[src/rtl/blkhist_reg.sv]
module blkhist_reg #(
  parameter int HIST_W = 21,
  parameter int ADDR_W = 32,
  parameter int PC_BIT = 4
) (
  input  logic              clk,
  input  logic              rst_n,
  input  logic              rec0_valid,
  input  logic              rec0_has_br,
  input  logic              rec0_taken,
  input  logic [ADDR_W-1:0] rec0_br_pc,
  input  logic [ADDR_W-1:0] rec0_blk_addr,
  input  logic              rec1_valid,
  input  logic              rec1_has_br,
  input  logic              rec1_taken,
  input  logic [ADDR_W-1:0] rec1_br_pc,
  input  logic [ADDR_W-1:0] rec1_blk_addr,
  input  logic              restore_en,
  input  logic [HIST_W-1:0] restore_hist,
  input  logic [2:0]        restore_has,
  input  logic [2:0]        restore_bit,
  input  logic [ADDR_W-1:0] restore_addr0,
  input  logic [ADDR_W-1:0] restore_addr1,
  input  logic [ADDR_W-1:0] restore_addr2,
  output logic [HIST_W-1:0] idx_hist,
  output logic [ADDR_W-1:0] path_addr0,
  output logic [ADDR_W-1:0] path_addr1,
  output logic [ADDR_W-1:0] path_addr2
);

  logic [HIST_W-1:0] aged_q, aged_d;
  logic [2:0]        has_q, has_d, bit_q, bit_d;
  logic [ADDR_W-1:0] addr_q [3];
  logic [ADDR_W-1:0] addr_d [3];

  logic [1:0]        in_v, in_has, in_bit;
  logic [ADDR_W-1:0] in_addr [2];

  assign in_v    = {rec1_valid, rec0_valid};
  assign in_has  = {rec1_has_br, rec0_has_br};
  assign in_bit  = {rec1_has_br & (rec1_taken ^ rec1_br_pc[PC_BIT]),
                    rec0_has_br & (rec0_taken ^ rec0_br_pc[PC_BIT])};
  assign in_addr[0] = rec0_blk_addr;
  assign in_addr[1] = rec1_blk_addr;

  always_comb begin
    aged_d = aged_q;
    has_d  = has_q;
    bit_d  = bit_q;
    addr_d = addr_q;
    for (int s = 0; s < 2; s++) begin
      if (in_v[s]) begin
        if (has_d[2]) aged_d = {aged_d[HIST_W-2:0], bit_d[2]};
        has_d     = {has_d[1:0], in_has[s]};
        bit_d     = {bit_d[1:0], in_bit[s]};
        addr_d[2] = addr_d[1];
        addr_d[1] = addr_d[0];
        addr_d[0] = in_addr[s];
      end
    end
  end

  always_ff @(posedge clk or negedge rst_n) begin
    if (!rst_n) begin
      aged_q <= '0;
      has_q  <= '0;
      bit_q  <= '0;
      for (int k = 0; k < 3; k++) addr_q[k] <= '0;
    end else if (restore_en) begin
      aged_q    <= restore_hist;
      has_q     <= restore_has;
      bit_q     <= restore_bit & restore_has;
      addr_q[0] <= restore_addr0;
      addr_q[1] <= restore_addr1;
      addr_q[2] <= restore_addr2;
    end else begin
      aged_q <= aged_d;
      has_q  <= has_d;
      bit_q  <= bit_d;
      addr_q <= addr_d;
    end
  end

  assign idx_hist   = aged_q;
  assign path_addr0 = addr_q[0];
  assign path_addr1 = addr_q[1];
  assign path_addr2 = addr_q[2];

endmodule

[config.mk]
export PLATFORM = sky130hd
export DESIGN_NAME = blkhist_reg
export DESIGN_NICKNAME = d
export VERILOG_FILES = /design/src/rtl/blkhist_reg.sv
export SDC_FILE = /design/constraint.sdc
export NUM_CORES = 1
export LEC_CHECK = 0
export BUFFER_PORTS_ARGS = -buffer_cell sky130_fd_sc_hd__buf_4
export CORE_AREA = 2 2 146 148
export DETAILED_ROUTE_END_ITERATION = 12
export DIE_AREA = 0 0 148 150
export PLACE_DENSITY = 0.69
export SLEW_MARGIN = 20
export SYNTH_ARGS = -nofsm -noshare
export SYNTH_HDL_FRONTEND = slang
export SYNTH_SLANG_ARGS = --single-unit
[constraint.sdc]
create_clock -name clk -period 1.3 [get_ports clk]
set_input_delay 0.195 -clock clk [delete_from_list [all_inputs] [get_ports clk]]
set_output_delay 0.195 -clock clk [all_outputs]
set_load 0.03 [all_outputs]
==> results of run 1 <==
## worst register-to-register path, delay by kind of cell, from the launching register on
family / cells / cell delay, ns
AOI/OAI and AO/OA: 1 / 0.13
buffers and inverters: 2 / 0.28
DFF: 1 / 0.42
muxes: 2 / 0.45
and+or+nand+nor: 1 / 0.11
## power groups by stage
| stage | Combinational [µW] | Clock, µW | Sequential (µW) |
|---|---|---|---|
| after floorplan | 1650 | 0 | 5400 |
| after global placement | 4160 | 0 | 4700 |
| after detailed placement | 4220 | 0 | 4710 |
| after CTS | 4390 | 5900 | 4660 |
| after global routing | 4730 | 6090 | 4740 |
| final | 4420 | 5820 | 4680 |
## layout make-up
cell class	count	area (µm²)
Inverter	21	78.8
Sequential cell	123	3090
Clock buffer	19	453
Timing Repair Buffer	442	3790
Clock inverter	13	260
Fill cell	1784	8600
Tap cell	275	344
Multi-Input combinational cell	596	4080
## metal layers
metal	up-vias	track usage
met5	-	0
li1	3756	-
met3	41	0.0506
met2	257	0.394
met4	0	0.0681
met1	3826	0.313
## cells by family after synthesis
family,synth area share
AOI/OAI and AO/OA,0.246
xor gates and xnor gates,0.00346
muxes,0.200
buffers and inverters,0.0664
DFF,0.405
and+or+nand+nor,0.0792
## state kept, by name, indices dropped and copies added, names as in the netlist
name        count
path_addr0     32
path_addr1     32
path_addr2     32
idx_hist       21
bit_q           3
has_q           3
## stage by stage
stage / std cells / hold WS (ns) / setup TNS, ns / utilization
floorplan: 816 / -0.101 / -1.55 / -
global placement: 1400 / 0.0807 / -4.55 / 0.519
detailed placement: 1400 / 0.0789 / -5.98 / 0.519
CTS: 1489 / 0.000795 / -2.70 / 0.582
global route: 1489 / 0.00607 / -3.95 / 0.584
finish: 1489 / 0.0145 / -2.62 / 0.584
## cells in the mapped netlist, drive strengths merged
master	count	share of area
a21boi	3	0.0030
a21oi	89	0.059
a221oi	19	0.035
a2bb2oi	1	0.0012
a31o	1	0.0012
a31oi	1	0.00082
and2	1	0.00082
and3	1	0.00082
buf	45	0.041
clkbuf	31	0.015
dfrtp	123	0.41
inv	21	0.010
mux2	53	0.086
mux2i	86	0.11
nand2	108	0.055
nand2b	3	0.0025
nand3	2	0.0013
nor2	35	0.017
nor2b	1	0.0018
o21a	2	0.0020
o21ai	104	0.069
o221ai	3	0.0035
o22ai	62	0.051
o2bb2ai	18	0.021
xnor2	1	0.0012
xor2	2	0.0023
## repair_timing
item,CTS,global route
setup buffers,2,1
pin swaps,3,1
endpoints found under the hold margin,170,0
resized for setup,6,20
hold buffers,55,0
endpoints found under the setup margin,23,34
## how the worst max path moves through the flow
| stage | startpoint | endpoint | slack, ns | cells past startpoint |
|---|---|---|---|---|
| floorplan | has_q[2]$_DFF_PN0_ | idx_hist[10]$_DFF_PN0_ | -0.09 | 6 |
| global route | has_q[2]$_DFF_PN0_ | idx_hist[6]$_DFF_PN0_ | -0.22 | 5 |
| finish | has_q[2]$_DFF_PN0_ | idx_hist[0]$_DFF_PN0_ | -0.16 | 6 |
| CTS | has_q[2]$_DFF_PN0_ | idx_hist[8]$_DFF_PN0_ | -0.15 | 5 |
| global placement | rec1_valid | path_addr2[31]$_DFFE_PN0P_ | -0.15 | 5 |
| detailed placement | rec1_valid | path_addr2[31]$_DFFE_PN0P_ | -0.15 | 5 |
==> run metrics, run 1 <==
Net Count, Synth between 1000 and 1500; site row count 53; Required @ worst endpoint 1.63 ns; Slew HR 0.777; Die W 148 µm; met2 wire len 13300 µm; critical path fanouts, max 6; R2R Path Start has_q[2]$_DFF_PN0_; clock-pin slew on the worst setup and hold paths 0.06 ns; Residual DRC 0; R2R Setup Slk -0.16 ns; P per Cell Area 1230 mW/mm²; cell internal pwr about 10000 µW; register area share after synthesis 0.405; Num CTS Buffers 17; Crit path max-delay family multiplexers; Setup WS post-layout -0.157 ns; Clock Sinks 123; initial antenna violation count 0; Die ar. 0.0222 mm²; routability congestion estimate 0.828; worst-skew pair later-pin latency 0.42 ns; ANT cells 0; Clock Tree Root clkbuf_16; most frequent cells in the layout buf_4, dfrtp_1, nand2_1; Vias 7880; GRT Overall Usage 0.237; Final Max Tran Viols 0; leakage power 0.00570 µW; Post-DRT Antenna Nets 0; cell depth of the worst hold path 3; share of cells above drive strength 1 0.423; core area 0.0207 mm²; first-pass GRT wire length 41800 µm; nets 1461; Distinct cells, synth 36; GRT Residual Overflow 0; Syn Area/Cell 9.31 µm²; TritonCTS clock tree done; Max Cap Viol 0; final-report hold violation count 0; min Tclk post-route 1.46 ns; violated checks negative setup slack; CP Capture Type flip-flop; drt wl/cell 18.1 µm; Finished Cell Area around 0.012 mm²; critical path data arrival time 1.79 ns; clock power share 0.390; Post-Syn Area 0.00760 mm²; Initial Utilization 0.367; Gate power share 0.296; Worst Skew 0.00989 ns; unrepaired setup endpoints after global routing true; Area growth syn-to-layout 59.1%; Longest Clk Path Bufs 2; maximum vdd drop 799 µV; setup violators final 21; pre-CTS setup slack -0.151 ns; CTS HTree Levels 4; Seq cells post-synth 123; met3 wire len roughly 1400 µm; Psw between 4000 and 5000 µW; worst min-delay path class primary input to flip-flop; Die Span Y 150 µm; type of origin of the critical path flip-flop; CP cell instances nand2_4 -> buf_4 -> buf_6 -> mux2i_4 -> mux2_4 -> o21ai_1; Post-Route WL 26900 µm; Met1 Wirelength 11600 µm; switch share 0.311; largest net degree at the start of global routing 86; Endpoint, Worst Hold path_addr1[2]$_DFF_PN0_; Mapped Cells 816; Largest stage delay, worst path 0.42 ns; max layer used met4; Worst Tran Pin Value 0.332 ns; drt pass-1 iters 5; number of global-route vias before repair 7724; DP Area approximately 0.011 mm²; IO Port Bufs 314; crit share post-route 1.12; most common cell after layout, fill and taps aside buf_4; sequential share of power 0.314; critical path class flip-flop to flip-flop; Synth Warn # 0; DRT iter0 DRCs 421; Crit-path slowest cell dfrtp_2; WP buf/inv 2; status complete, but fails checks; IO Pins 377; fmax roughly 700 MHz; FF-to-FF End idx_hist[0]$_DFF_PN0_; min-delay src restore_addr1[2]; placed wire-length estimate 18700 µm; total power 14900 µW; drt via density 5.29; Worst R2R Path Depth 6
No activity file was read; power rests on OpenSTA's default activity.
==> inputs of run 2 (changes only) <==
PLACE_DENSITY = 0.71   (was 0.69)
==> run metrics, run 2 (synthesis gave the netlist of run 1 again) <==
min-delay src restore_addr0[8]; Clock Tree Root clkbuf_16; Final Max Tran Viols 0; Cell Count Post-Placement 1398; Required @ worst endpoint 1.59 ns; CP cell instances nand2_8 -> buf_12 -> mux2_4 -> a221oi_2 -> a21oi_1; CTS HTree Levels 4; Max Cap Viol 0; CP Capture Type flip-flop; critical path data arrival time 1.77 ns; Initial Utilization 0.367; number of global-route vias before repair 8169; setup violators final 22; Worst Skew 0.00612 ns; worst-skew pair later-pin latency ~0.42 ns; fmax about 680 MHz; critical path class flip-flop to flip-flop; IO Port Bufs 314; Longest Clk Path Bufs 2; Non-Filler Instances around 1500; Vias 7920; Largest stage delay, worst path 0.48 ns; IO Pins 377; Worst Tran Pin Value 0.420 ns; drt wl/cell 18.0 µm; min Tclk post-route 1.48 ns; Clock Sinks 123; placed wire-length estimate 18800 µm; leakage power 0.00565 µW; Setup WS post-layout -0.178 ns; filler cell count in the final layout 1857; ANT cells 0; unrepaired setup endpoints after global routing true; Die W ~150 µm; P per Cell Area 1190 mW/mm²; critical path fanouts, max 8; Area growth syn-to-layout 57.9%; Crit-path slowest cell dfrtp_2; R2R Path Start has_q[2]$_DFF_PN0_; worst min-delay path class primary input to flip-flop; Post-Route WL around 27000 µm; GRT Overall Usage 0.237; most common cell after layout, fill and taps aside buf_4; clock-pin slew on the worst setup and hold paths 0.06 ns; beginning of the critical path has_q[2]$_DFF_PN0_; Crit path max-delay family flip-flops; status complete, but fails checks; Final Util 0.580; most frequent cells in the layout buf_4, dfrtp_1, nand2_1; drt via density 5.31; Die ar. 0.0222 mm²; WP buf/inv 1; Die Span Y ~150 µm; type of origin of the critical path flip-flop; nets around 1500; first-pass GRT wire length around 42000 µm; crit share post-route 1.14; violated checks negative setup slack; GRT Residual Overflow 0; Residual DRC 0; share of cells above drive strength 1 0.424; pre-CTS setup slack -0.199 ns; routability congestion estimate 0.833; TritonCTS clock tree done; DRT iter0 DRCs roughly 440; site row count 53; Post-DRT Antenna Nets 0; Slew HR 0.720; core area 0.0207 mm²; drt pass-1 iters 5; final-report hold violation count 0; maximum vdd drop 844 µV; largest net degree at the start of global routing 100; Num CTS Buffers 17; initial antenna violation count 0
run 2: cell count changes in the layout (fill, tap and decap cells not counted), sizes merged:
cell | before | now
clkinv | 1 | 4
dlygate4sd3 | 55 | 58
inv | 24 | 21
bufinv | 7 | 5
buf | 387 | 386
clkbuf | 19 | 20
clkinvlp | 2 | 3
run 2: layout make-up:
class	count	area, µm²	share of cell area
Inverter	21	78.8	0.00657
Timing Repair Buffer	444	3750	0.313
Sequential cell	123	3090	0.258
Clock inverter	12	196	0.0164
Tap cell	275	344	0.0287
Multi-Input combinational cell	596	4100	0.341
Clock buffer	20	437	0.0364
run 2: per-layer routing:
layer  track usage  routed length (µm)
met1         0.288               10900
met2         0.403               13400
met3        0.0598                1770
met4        0.0957                 900
met5             0                   0
run 2: power by group:
part           leakage, µW  switching (µW)  total [µW]  internal [µW]
sequential         0.00143             435        4690           4250
clock             0.000300            1820        5210           3390
combinational      0.00391            2300        4410           2100
run 2: stage by stage:
stage | power [µW] | cell area, µm² | hold slack, ns | TNS [ns]
4_1_cts | 14300 | 11900 | 0.000470 | -2.56
3_5_place_dp | 8880 | 10600 | 0.239 | -5.49
5_1_grt | 14900 | 12000 | 0.00486 | -4.31
3_3_place_gp | 8810 | 10600 | 0.239 | -4.08
2_1_floorplan | 7060 | 7610 | -0.101 | -1.55
6_report | 14300 | 12000 | 0.0122 | -2.95
run 2: timing repair:
item                                    in CTS  in global routing
setup buffers                                2                  1
pin swaps                                    3                  4
resized for setup                            9                 30
endpoints found under the setup margin      22                 35
hold buffers                                57                  1
cloned                                       0                  0
hold endpoints to repair                   179                  1
run 2: worst min-delay path, stage by stage:
cell and delay, ns:
buf_4 0.07, nand2_1 0.04, o21ai_0 0.08
run 2: path summary, 6_finish.rpt:
check	endpoint	slack [ns]	depth (start not counted)
max reg2reg	idx_hist[7]$_DFF_PN0_	-0.18	5
min reg2reg	path_addr2[31]$_DFFE_PN0P_	0.55	2
min	path_addr0[8]$_DFF_PN0_	0.01	3
max in group asynchronous	path_addr0[15]$_DFF_PN0_	0.64	3
max	idx_hist[7]$_DFF_PN0_	-0.18	5
min in group asynchronous	idx_hist[7]$_DFF_PN0_	0.33	3
